--- src/rtl/bus_cond_pkg.sv ---
package bus_cond_pkg;

    typedef enum logic [2:0] {
        SQ_IDLE,
        SQ_FALL,
        SQ_PREP,
        SQ_RISE,
        SQ_HIGH,
        SQ_FINAL
    } seq_state_t;

    typedef enum logic {
        COND_STOP  = 1'b0,
        COND_START = 1'b1
    } cond_kind_t;

    typedef struct packed {
        logic high;
        logic low_settled;
    } scl_view_t;

    // Line level SDA must hold just before the final edge
    function automatic logic prep_level(cond_kind_t k);
        return (k == COND_START);
    endfunction

    // Pull enable that produces the preparatory level
    function automatic logic prep_pull(cond_kind_t k);
        return (k == COND_STOP);
    endfunction

    // Pull enable after the final edge
    function automatic logic final_pull(cond_kind_t k);
        return (k == COND_START);
    endfunction

endpackage

--- src/rtl/bus_cond_scl_track.sv ---
module bus_cond_scl_track
    import bus_cond_pkg::*;
(
    input  logic      clk,
    input  logic      rst,
    input  logic      scl_rise,
    input  logic      scl_fall,
    input  logic      scl_fall_dly,
    output scl_view_t scl
);

    logic high_q;
    logic settled_q;

    always_ff @(posedge clk) begin
        if (rst) begin
            high_q    <= 1'b1;
            settled_q <= 1'b0;
        end else begin
            if (scl_rise)
                high_q <= 1'b1;
            else if (scl_fall)
                high_q <= 1'b0;

            if (scl_rise || scl_fall)
                settled_q <= 1'b0;
            else if (scl_fall_dly && !high_q)
                settled_q <= 1'b1;
        end
    end

    assign scl.high        = high_q;
    assign scl.low_settled = settled_q;

endmodule

--- src/rtl/bus_cond_timer.sv ---
module bus_cond_timer #(
    parameter int DELAY = 4
) (
    input  logic clk,
    input  logic rst,
    input  logic load,
    output logic expired
);

    localparam int CW = (DELAY < 2) ? 1 : $clog2(DELAY + 1);

    logic [CW-1:0] cnt_q;

    always_ff @(posedge clk) begin
        if (rst)
            cnt_q <= '0;
        else if (load)
            cnt_q <= CW'(DELAY);
        else if (cnt_q != '0)
            cnt_q <= cnt_q - 1'b1;
    end

    assign expired = (cnt_q == '0);

endmodule

--- src/rtl/bus_cond_seq.sv ---
module bus_cond_seq
    import bus_cond_pkg::*;
(
    input  logic      clk,
    input  logic      rst,
    input  logic      gen_start,
    input  logic      gen_stop,
    input  logic      sda_in,
    input  scl_view_t scl,
    input  logic      scl_rise,
    input  logic      scl_fall_dly,
    input  logic      cond_seen,
    input  logic      tmr_expired,
    output logic      tmr_load,
    output logic      sda_pull,
    output logic      req_fall,
    output logic      req_rise,
    output logic      done,
    output logic      early
);

    seq_state_t state_q, state_d;
    cond_kind_t kind_q, kind_d;
    logic       pull_q, pull_d;
    logic       done_q, done_d;
    logic       early_q, early_d;
    cond_kind_t new_kind;
    logic       pre_final;

    assign new_kind  = gen_start ? COND_START : COND_STOP;
    assign pre_final = (state_q == SQ_FALL) || (state_q == SQ_PREP) ||
                       (state_q == SQ_RISE) || (state_q == SQ_HIGH);

    always_comb begin
        state_d  = state_q;
        kind_d   = kind_q;
        pull_d   = pull_q;
        done_d   = 1'b0;
        early_d  = 1'b0;
        tmr_load = 1'b0;
        if (pre_final && cond_seen) begin
            pull_d  = 1'b0;
            early_d = 1'b1;
            state_d = SQ_IDLE;
        end else begin
            case (state_q)
                SQ_IDLE: begin
                    if (gen_start || gen_stop) begin
                        kind_d = new_kind;
                        if (sda_in != prep_level(new_kind)) begin
                            if (scl.low_settled) begin
                                pull_d   = prep_pull(new_kind);
                                tmr_load = 1'b1;
                                state_d  = SQ_PREP;
                            end else begin
                                state_d  = SQ_FALL;
                            end
                        end else begin
                            pull_d = prep_pull(new_kind);
                            if (scl.high) begin
                                tmr_load = 1'b1;
                                state_d  = SQ_HIGH;
                            end else begin
                                state_d  = SQ_RISE;
                            end
                        end
                    end
                end
                SQ_FALL: begin
                    if (scl_fall_dly || scl.low_settled) begin
                        pull_d   = prep_pull(kind_q);
                        tmr_load = 1'b1;
                        state_d  = SQ_PREP;
                    end
                end
                SQ_PREP: begin
                    if (tmr_expired)
                        state_d = SQ_RISE;
                end
                SQ_RISE: begin
                    if (scl_rise || scl.high) begin
                        tmr_load = 1'b1;
                        state_d  = SQ_HIGH;
                    end
                end
                SQ_HIGH: begin
                    if (tmr_expired) begin
                        pull_d   = final_pull(kind_q);
                        tmr_load = 1'b1;
                        state_d  = SQ_FINAL;
                    end
                end
                SQ_FINAL: begin
                    if (tmr_expired) begin
                        done_d  = 1'b1;
                        state_d = SQ_IDLE;
                    end
                end
                default: state_d = SQ_IDLE;
            endcase
        end
    end

    always_ff @(posedge clk) begin
        if (rst) begin
            state_q <= SQ_IDLE;
            kind_q  <= COND_STOP;
            pull_q  <= 1'b0;
            done_q  <= 1'b0;
            early_q <= 1'b0;
        end else begin
            state_q <= state_d;
            kind_q  <= kind_d;
            pull_q  <= pull_d;
            done_q  <= done_d;
            early_q <= early_d;
        end
    end

    assign sda_pull = pull_q;
    assign req_fall = (state_q == SQ_FALL);
    assign req_rise = (state_q == SQ_RISE);
    assign done     = done_q;
    assign early    = early_q;

endmodule

--- src/rtl/bus_cond_gen.sv ---
module bus_cond_gen
    import bus_cond_pkg::*;
#(
    parameter int DELAY = 4
) (
    input  logic clk,
    input  logic rst,
    input  logic gen_start,
    input  logic gen_stop,
    input  logic sda_in,
    input  logic scl_rise,
    input  logic scl_fall,
    input  logic scl_fall_dly,
    input  logic bus_start_seen,
    input  logic bus_stop_seen,
    output logic sda_pull,
    output logic req_scl_fall,
    output logic req_scl_rise,
    output logic done,
    output logic early_cond
);

    scl_view_t scl_v;
    logic      tmr_load;
    logic      tmr_expired;

    bus_cond_scl_track i_track (
        .clk          (clk),
        .rst          (rst),
        .scl_rise     (scl_rise),
        .scl_fall     (scl_fall),
        .scl_fall_dly (scl_fall_dly),
        .scl          (scl_v)
    );

    bus_cond_timer #(.DELAY(DELAY)) i_timer (
        .clk     (clk),
        .rst     (rst),
        .load    (tmr_load),
        .expired (tmr_expired)
    );

    bus_cond_seq i_seq (
        .clk          (clk),
        .rst          (rst),
        .gen_start    (gen_start),
        .gen_stop     (gen_stop),
        .sda_in       (sda_in),
        .scl          (scl_v),
        .scl_rise     (scl_rise),
        .scl_fall_dly (scl_fall_dly),
        .cond_seen    (bus_start_seen || bus_stop_seen),
        .tmr_expired  (tmr_expired),
        .tmr_load     (tmr_load),
        .sda_pull     (sda_pull),
        .req_fall     (req_scl_fall),
        .req_rise     (req_scl_rise),
        .done         (done),
        .early        (early_cond)
    );

endmodule

--- config.mk ---
export PLATFORM = sky130hd
export DESIGN_NAME = bus_cond_gen
export DESIGN_NICKNAME = d
export VERILOG_FILES = /design/src/rtl/bus_cond_pkg.sv /design/src/rtl/bus_cond_scl_track.sv /design/src/rtl/bus_cond_timer.sv /design/src/rtl/bus_cond_seq.sv /design/src/rtl/bus_cond_gen.sv
export SDC_FILE = /design/constraint.sdc
export NUM_CORES = 1
export LEC_CHECK = 0
export ABC_AREA = 1
export BUFFER_PORTS_ARGS = -buffer_cell sky130_fd_sc_hd__buf_2
export CELL_PAD_IN_SITES_DETAIL_PLACEMENT = 1
export CELL_PAD_IN_SITES_GLOBAL_PLACEMENT = 1
export CORE_ASPECT_RATIO = 0.75
export CORE_MARGIN = 5
export CORE_UTILIZATION = 39
export DETAILED_ROUTE_END_ITERATION = 10
export PLACE_DENSITY = 0.83
export SETUP_SLACK_MARGIN = 0.3
export SYNTH_ARGS = -nofsm -noshare
export SYNTH_HDL_FRONTEND = slang
export SYNTH_SLANG_ARGS = --single-unit
export TNS_END_PERCENT = 10
--- constraint.sdc ---
create_clock -name clk -period 4.7 [get_ports clk]
set_clock_uncertainty 0.05 [all_clocks]
set_input_delay 1.41 -clock clk [delete_from_list [all_inputs] [get_ports clk]]
set_output_delay 1.41 -clock clk [all_outputs]
set_load 0.005 [all_outputs]
**After elaboration in Yosys (flattened, before gate mapping)**

Index checks and enable logic that the tools add are counted.

- Output and inout bits: 5
- Input bits: 10
- Logic and storage cells: 80
- Register bits after elaboration: 12

- Equal/unequal tests: 13
- Bitwise gates (word level): 4
- Add/sub/neg operators: 1
- Muxes and demuxes: 29
- Reductions and logical operators: 24

Operators by type and width:

| cell | number |
|---|---|
| $mux W3 | 10 |
| $pmux W3 S6 | 1 |
| $mux W1 | 15 |
| $ne A2 B1 Y1 const B | 6 |
| $logic_or A1 B1 Y1 | 8 |
| $reduce_or A2 Y1 | 4 |
| $eq A3 B2 Y1 const B | 2 |
| $eq A3 B3 Y1 const B | 2 |
| $logic_not A3 Y1 | 2 |
| $reduce_and A6 Y1 | 1 |
| $reduce_bool A3 Y1 | 2 |
| $reduce_and A5 Y1 | 1 |
| $not A1 Y1 | 4 |
| $pmux W1 S4 | 1 |
| $eq A3 B1 Y1 const B | 1 |
| $ne A3 B3 Y1 const B | 1 |
| $pmux W1 S3 | 1 |
| $reduce_and A3 Y1 | 1 |
| $reduce_or A3 Y1 | 1 |
| $sub A3 B1 Y3 const B | 1 |
| $logic_and A1 B1 Y1 | 2 |
| $mux W2 | 1 |
| $reduce_bool A2 Y1 | 1 |
| $logic_not A1 Y1 | 1 |
| $ne A1 B1 Y1 | 1 |

**Longest topological paths before layout**

Gate-level depths: netlist of run 1.

- Word-level depth: 7
- Depth in mapped cells: 11
- Mapped depth without buffers: 10

**By module**

From an unflattened synthesis of run 1, not the netlist that was laid out.

- Cells, all modules: 134
- Area, all modules: 779.5 µm²

By module, submodules not included:

| module | times used | area each (µm²) | cells an instance | sequential area each (µm²) |
|---|---|---|---|---|
| bus_cond_seq | 1 | 506.7 | 94 | 140.1 |
| bus_cond_timer | 1 | 175.2 | 26 | 60.1 |
| bus_cond_scl_track | 1 | 86.3 | 11 | 40.0 |
| bus_cond_gen | 1 | 11.3 | 3 | 0.0 |

**Least setup slack after synthesis of run 1**

Ideal clock, no wire load.

- Path type: reg2out
- Start point: reg i_seq.state_q[0]
- End point: out req_scl_fall
- Cell stages (with the launch flop): 5
- Buffers on the path: 0
- Path slack: 2.458 ns
- Arrival time: 0.782 ns
- Required time: 3.240 ns
- Cell sequence: dfxtp_1 inv_1 nor2_2 nand2_1 inv_1

- Cells in the longest elaborated chain, start to end: 1

RTL lines:

| element | RTL line | source |
|---|---|---|
| start: declaration | bus_cond_seq.sv:22 | `seq_state_t state_q, state_d;` |
| start signal: assignment | bus_cond_seq.sv:112 | `state_q <= state_d;` |
| $eq A3 B1 Y1 | bus_cond_seq.sv:121 | `assign req_fall = (state_q == SQ_FALL);` |
| end: declaration | bus_cond_gen.sv:17 | `output logic req_scl_fall,` |

No other way between the ends.

**Worst setup path after layout of run 1**

- Start point: reg i_seq.state_q[2]
- End point: out req_scl_fall

Same word-level chain as after synthesis.

==> results of run 1 <==
-- cell type report --
class	count	share of cell area
repair buffers	14	0.0760
clock buffers	4	0.0393
well taps	24	0.0326
inverters	21	0.0855
multi-input cells	95	0.506
flip-flops and latches	12	0.261
-- metrics by stage --
stage	utilization	cells	setup WS [ns]	instance area [sq um]
final	0.466	170	1.80	922
after global routing	0.466	170	1.65	922
after CTS	0.466	170	1.81	922
after detailed placement	0.448	166	2.14	886
after global placement	0.448	166	2.21	886
after floorplan	-	130	2.46	796
-- how the worst max path moves through the flow --
stage	depth (start not counted)	to	slack, ns	from
finish	4	req_scl_fall	1.80	i_seq.state_q[2]$_SDFFE_PP0P_
detailed placement	4	req_scl_fall	2.14	i_seq.state_q[2]$_SDFFE_PP0P_
CTS	4	req_scl_fall	1.81	i_seq.state_q[2]$_SDFFE_PP0P_
floorplan	4	req_scl_fall	2.46	i_seq.state_q[0]$_SDFFE_PP0P_
global placement	4	req_scl_fall	2.21	i_seq.state_q[2]$_SDFFE_PP0P_
global route	4	req_scl_fall	1.65	i_seq.state_q[2]$_SDFFE_PP0P_
-- cells in the final DEF, fill, tap and decap left out, drive strengths merged --
cell,count
nand3,15
nor3,2
inv,21
ha,3
clkbuf,4
buf,14
o211ai,1
nor2,23
o21ai,9
nand2,33
xor2,1
dfxtp,12
a21oi,8
-- power by group through the flow --
stage                     Combinational, uW  Clock, uW  Sequential, uW
after floorplan                         226          0             158
after global placement                  280          0             166
after detailed placement                294          0             168
after CTS                               297       85.5             165
after global routing                    340       91.7             171
final                                   294       84.2             165
-- registers in the layout, indices dropped and copies added, names as in the netlist --
register,flops
i_seq.sda_pull,1
i_seq.early,1
i_track.high_q,1
i_seq.kind_q,1
i_timer.cnt_q,3
i_seq.done,1
i_seq.state_q,3
i_track.settled_q,1
-- worst max-delay path: stages, from the launching register on --
cell and delay [ns]:
dfxtp_1 0.63, inv_1 0.21, nand2_1 0.16, inv_1 0.04, buf_2 0.12
-- metal layers --
layer  GRT usage  vias up  wire (microns)
met5           0        -               0
met4      0.0433        0              20
met3      0.0438        4              95
met2       0.266       16            1030
met1       0.195      386            1010
li1            -      442               -
-- cell families after synthesis --
family / count (synthesis)
fa+ha+maj: 3
xor+xnor: 1
simple gates: 73
compound gates: 18
flops: 12
buf+inv: 23
==> flow_metrics.env, run 1 <==
export IMPL_status="finished, final reports clean"
export IMPL_r2r_start="i_timer.cnt_q[0]$_SDFFE_PP0P_"
export IMPL_finalCriticalPeriod_ns=2.90
export IMPL_critical_path_startpoint_type="register"
export IMPL_grt_overflow_total=0
export IMPL_drc=0
export IMPL_drive_gt1_frac=0.171
export IMPL_fillers=276
export IMPL_cp_end_kind="primary output"
export IMPL_async_reset_ff_frac=0
export IMPL_wl_microns=2150
export IMPL_ctsResizeCount=0
export IMPL_clock_root_buffer="clkbuf_4"
export IMPL_finalHoldViolCount=0
export IMPL_finalSetupViolCount=0
export IMPL_synth_top_area_cell="dfxtp_1"
export IMPL_synth_xor_area_share=0.0110
export IMPL_switching_share=0.477
export IMPL_synth_compound_area_frac=0.116
export IMPL_final_antenna_net_count=0
export IMPL_vias=848
export IMPL_clock_latency_ns=0.28
export IMPL_synthTopCellsByArea="dfxtp_1, nand2_1, inv_1, nand3_1, nor2_1"
export IMPL_ys_ff_latch=12
export IMPL_power_switching_uw=260
export IMPL_power_leakage_uw=0.000514
export IMPL_postCtsSetupBuffers=0
export IMPL_p_comb_frac=0.541
export IMPL_yosysWarnings=0
export IMPL_irDropWorstVdd_mv=0.258
export IMPL_rsz0062_at_grt="no"
export IMPL_synth_area_sq_um=796
export IMPL_synth_enable_flop_cells=0
export IMPL_grt_max_degree=14
export IMPL_rows=14
export IMPL_numCtsBuffers=3
export IMPL_holdWs_ns=0.435
export IMPL_num_antenna_cells=0
export IMPL_htreeDepth=1
export IMPL_worstMarginPinSlew_ns=0.496
export IMPL_p_int_uw=284
export IMPL_first_pass_iters=4
export IMPL_drtIter0Drc=17
export IMPL_antenna_found_initial=0
export IMPL_holdCritPathClass="register to register"
export IMPL_synth_simple_gate_area_frac=0.412
export IMPL_arrival_ns=1.44
export IMPL_clk_transition_reported_paths_ns=0.08
export IMPL_start_util=0.402
export IMPL_die_x_microns=62.2
export IMPL_syn_inst=130
export IMPL_synth_adder_area_share=0.0472
export IMPL_fin_crit_sh=0.618
export IMPL_core_sq_um=1980
export IMPL_min_from="i_seq.sda_pull$_SDFFE_PP0P_"
export IMPL_io_pins=15
export IMPL_cts_buffer_depth=2
export IMPL_grt_pass1_wl_microns=3870
export IMPL_final_max_slew_viol_count=0
export IMPL_io_buffers=14
export IMPL_die_area_sq_um=3050
export IMPL_pwr_share_clk=0.155
export IMPL_avgRoutedWirePerCell_microns=12.7
export IMPL_dp_final_hpwl_microns=1830
export IMPL_multiInputGateArea_sq_um=467
export IMPL_ctsHoldBuffers=0
export IMPL_hold_end="i_seq.sda_pull$_SDFFE_PP0P_"
export IMPL_slew_headroom=0.669
export IMPL_power_density_nw_per_um2=589
export IMPL_worst_r2r_path_depth=9
export IMPL_tns_ns=0
export IMPL_rrSetupSlack_ns=2.89
export IMPL_muxShareOfSynthArea=0
export IMPL_synth_cell_types=17
export IMPL_fmax_mhz=344
export IMPL_yosysTopAreaCellShare=0.302
export IMPL_ys_flop_type="dfxtp_1"
export IMPL_nets=160
export IMPL_gp_congestion=0.793
export IMPL_track_usage=0.157
export IMPL_clock_sinks=12
export IMPL_r2r_end="i_seq.state_q[0]$_SDFFE_PP0P_"
export IMPL_p_seq_frac=0.304
export IMPL_synthTopCellsByCount="nand2_1, inv_1, nor2_1"
export IMPL_cts_tree="built"
export IMPL_worstSetupPathType="register to primary output"
export IMPL_yosysMostFrequentCell="nand2_1"
export IMPL_regArea_sq_um=240
export IMPL_crit_required_ns=3.24
export IMPL_power_uw=544
export IMPL_area_growth_pct=15.9
export IMPL_grt_pass1_vias=877
export IMPL_syn_num_nets=143
export IMPL_min_path_cells=2
export IMPL_seq_area_frac_synth=0.302
export IMPL_cp_max_fo=13
export IMPL_postSynthAreaPerCell_sq_um=6.12
export IMPL_die_h_microns=49.1
export IMPL_viasPerCell=4.99
export IMPL_synth_top_family_by_area="simple AND/OR/NAND/NOR gates"
export IMPL_max_cap_violations=0
Power figures use the tool's default switching activity.
==> run 2, diff against run 1 <==
--- a/config.mk
+++ b/config.mk
@@ -11,9 +11,9 @@
 export CELL_PAD_IN_SITES_GLOBAL_PLACEMENT = 1
 export CORE_ASPECT_RATIO = 0.75
 export CORE_MARGIN = 5
-export CORE_UTILIZATION = 39
+export CORE_UTILIZATION = 36
 export DETAILED_ROUTE_END_ITERATION = 10
-export PLACE_DENSITY = 0.83
+export PLACE_DENSITY = 0.78
 export SETUP_SLACK_MARGIN = 0.3
 export SYNTH_ARGS = -nofsm -noshare
 export SYNTH_HDL_FRONTEND = slang
==> constraint.sdc (replaced) <==
create_clock -name clk -period 2.9 [get_ports clk]
set_clock_uncertainty 0.05 [all_clocks]
set_input_delay 0.87 -clock clk [delete_from_list [all_inputs] [get_ports clk]]
set_output_delay 0.87 -clock clk [all_outputs]
set_load 0.005 [all_outputs]
==> flow_metrics.env, run 2 (synthesis gave the netlist of run 1 again) <==
export IMPL_drc=0
export IMPL_regArea_sq_um=240
export IMPL_clock_latency_ns=0.28
export IMPL_cp_end_kind="primary output"
export IMPL_area_growth_pct=15.9
export IMPL_rsz0062_at_grt="no"
export IMPL_num_antenna_cells=0
export IMPL_cts_tree="built"
export IMPL_postCtsSetupBuffers=0
export IMPL_finalCriticalPeriod_ns=2.34
export IMPL_grt_overflow_total=0
export IMPL_min_path_cells=2
export IMPL_numCtsBuffers=3
export IMPL_start_util=0.388
export IMPL_worstMarginPinSlew_ns=0.485
export IMPL_grt_pass1_vias=814
export IMPL_vias=828
export IMPL_avgRoutedWirePerCell_microns=12.4
export IMPL_holdCritPathClass="register to register"
export IMPL_final_max_slew_viol_count=0
export IMPL_htreeDepth=1
export IMPL_tns_ns=0
export IMPL_ctsHoldBuffers=0
export IMPL_largestRegisters="i_seq.state_q (3), i_timer.cnt_q (3)"
export IMPL_worst_r2r_path_depth=9
export IMPL_wl_microns=2110
export IMPL_io_pins=15
export IMPL_ctsResizeCount=0
export IMPL_clock_root_buffer="clkbuf_4"
export IMPL_critical_path_startpoint_type="register"
export IMPL_crit_required_ns=1.98
export IMPL_power_density_nw_per_um2=956
export IMPL_drtIter0Drc=13
export IMPL_final_common_cell="nand2_1"
export IMPL_status="finished, final reports clean"
export IMPL_clock_sinks=12
export IMPL_slew_headroom=0.676
export IMPL_drive_gt1_frac=0.171
export IMPL_antenna_found_initial=0
export IMPL_clk_transition_reported_paths_ns=0.08
export IMPL_max_cap_violations=0
export IMPL_track_usage=0.138
export IMPL_multiInputGateArea_sq_um=467
export IMPL_die_area_sq_um=3260
export IMPL_irDropWorstVdd_mv=0.409
export IMPL_worstSetupPathType="register to primary output"
export IMPL_fin_util=0.450
export IMPL_fin_crit_sh=0.808
export IMPL_die_h_microns=50.7
export IMPL_grt_pass1_wl_microns=3580
export IMPL_holdWs_ns=0.432
export IMPL_grt_max_degree=14
export IMPL_core_sq_um=2050
export IMPL_finalSetupViolCount=0
export IMPL_final_antenna_net_count=0
export IMPL_power_uw=882
export IMPL_cts_buffer_depth=2
export IMPL_rows=14
export IMPL_arrival_ns=1.42
export IMPL_nets=160
export IMPL_first_pass_iters=4
export IMPL_io_buffers=14
export IMPL_gp_congestion=0.819
export IMPL_mostFrequentLayoutCells="nand2_1, inv_1, nor2_1"
export IMPL_fmax_mhz=427
export IMPL_cp_max_fo=13
export IMPL_die_x_microns=64.3
export IMPL_finalHoldViolCount=0
export IMPL_power_leakage_uw=0.000514
export IMPL_viasPerCell=4.87
export IMPL_fillers=289
export IMPL_dp_final_hpwl_microns=1790
-- run 2: worst max-delay path, stage by stage, from the launching register on --
cell and delay [ns]:
dfxtp_1 0.63, inv_1 0.21, nand2_1 0.15, inv_1 0.04, buf_2 0.12
-- run 2: worst paths after layout --
kind,to,startpoint,slack [ns]
worst min-delay path,i_seq.sda_pull$_SDFFE_PP0P_,i_seq.sda_pull$_SDFFE_PP0P_,0.43
worst min register to register,i_seq.sda_pull$_SDFFE_PP0P_,i_seq.sda_pull$_SDFFE_PP0P_,0.43
worst max-delay path,req_scl_fall,i_seq.state_q[2]$_SDFFE_PP0P_,0.56
worst max register to register,i_seq.state_q[2]$_SDFFE_PP0P_,i_timer.cnt_q[0]$_SDFFE_PP0P_,1.16
-- run 2: metal layers --
metal / track usage / routed length (microns)
met3: 0.0469 / 87
met5: 0 / 0
met4: 0.0203 / 0
met2: 0.220 / 948
met1: 0.184 / 1080
-- run 2: cell type report --
cell class,instances,share of cell area
multi-input cells,95,0.506
clock buffers,4,0.0393
well taps,24,0.0326
repair buffers,14,0.0760
inverters,21,0.0855
flip-flops and latches,12,0.261
-- run 2: report_power, final --
part,total (uW),switching (uW),internal (uW),leakage (uW)
Sequential,269,54.8,215,0.0000987
Clock,138,61.9,76.4,0.0000210
Combinational,474,305,169,0.000394
-- run 2: stage by stage --
| step | instance area [sq um] | worst slack (ns) | instances |
|---|---|---|---|
| 5_1_grt | 922 | 0.464 | 170 |
| 3_5_place_dp | 886 | 0.867 | 166 |
| 6_report | 922 | 0.558 | 170 |
| 3_3_place_gp | 886 | 0.934 | 166 |
| 2_1_floorplan | 796 | 1.20 | 130 |
| 4_1_cts | 922 | 0.546 | 170 |
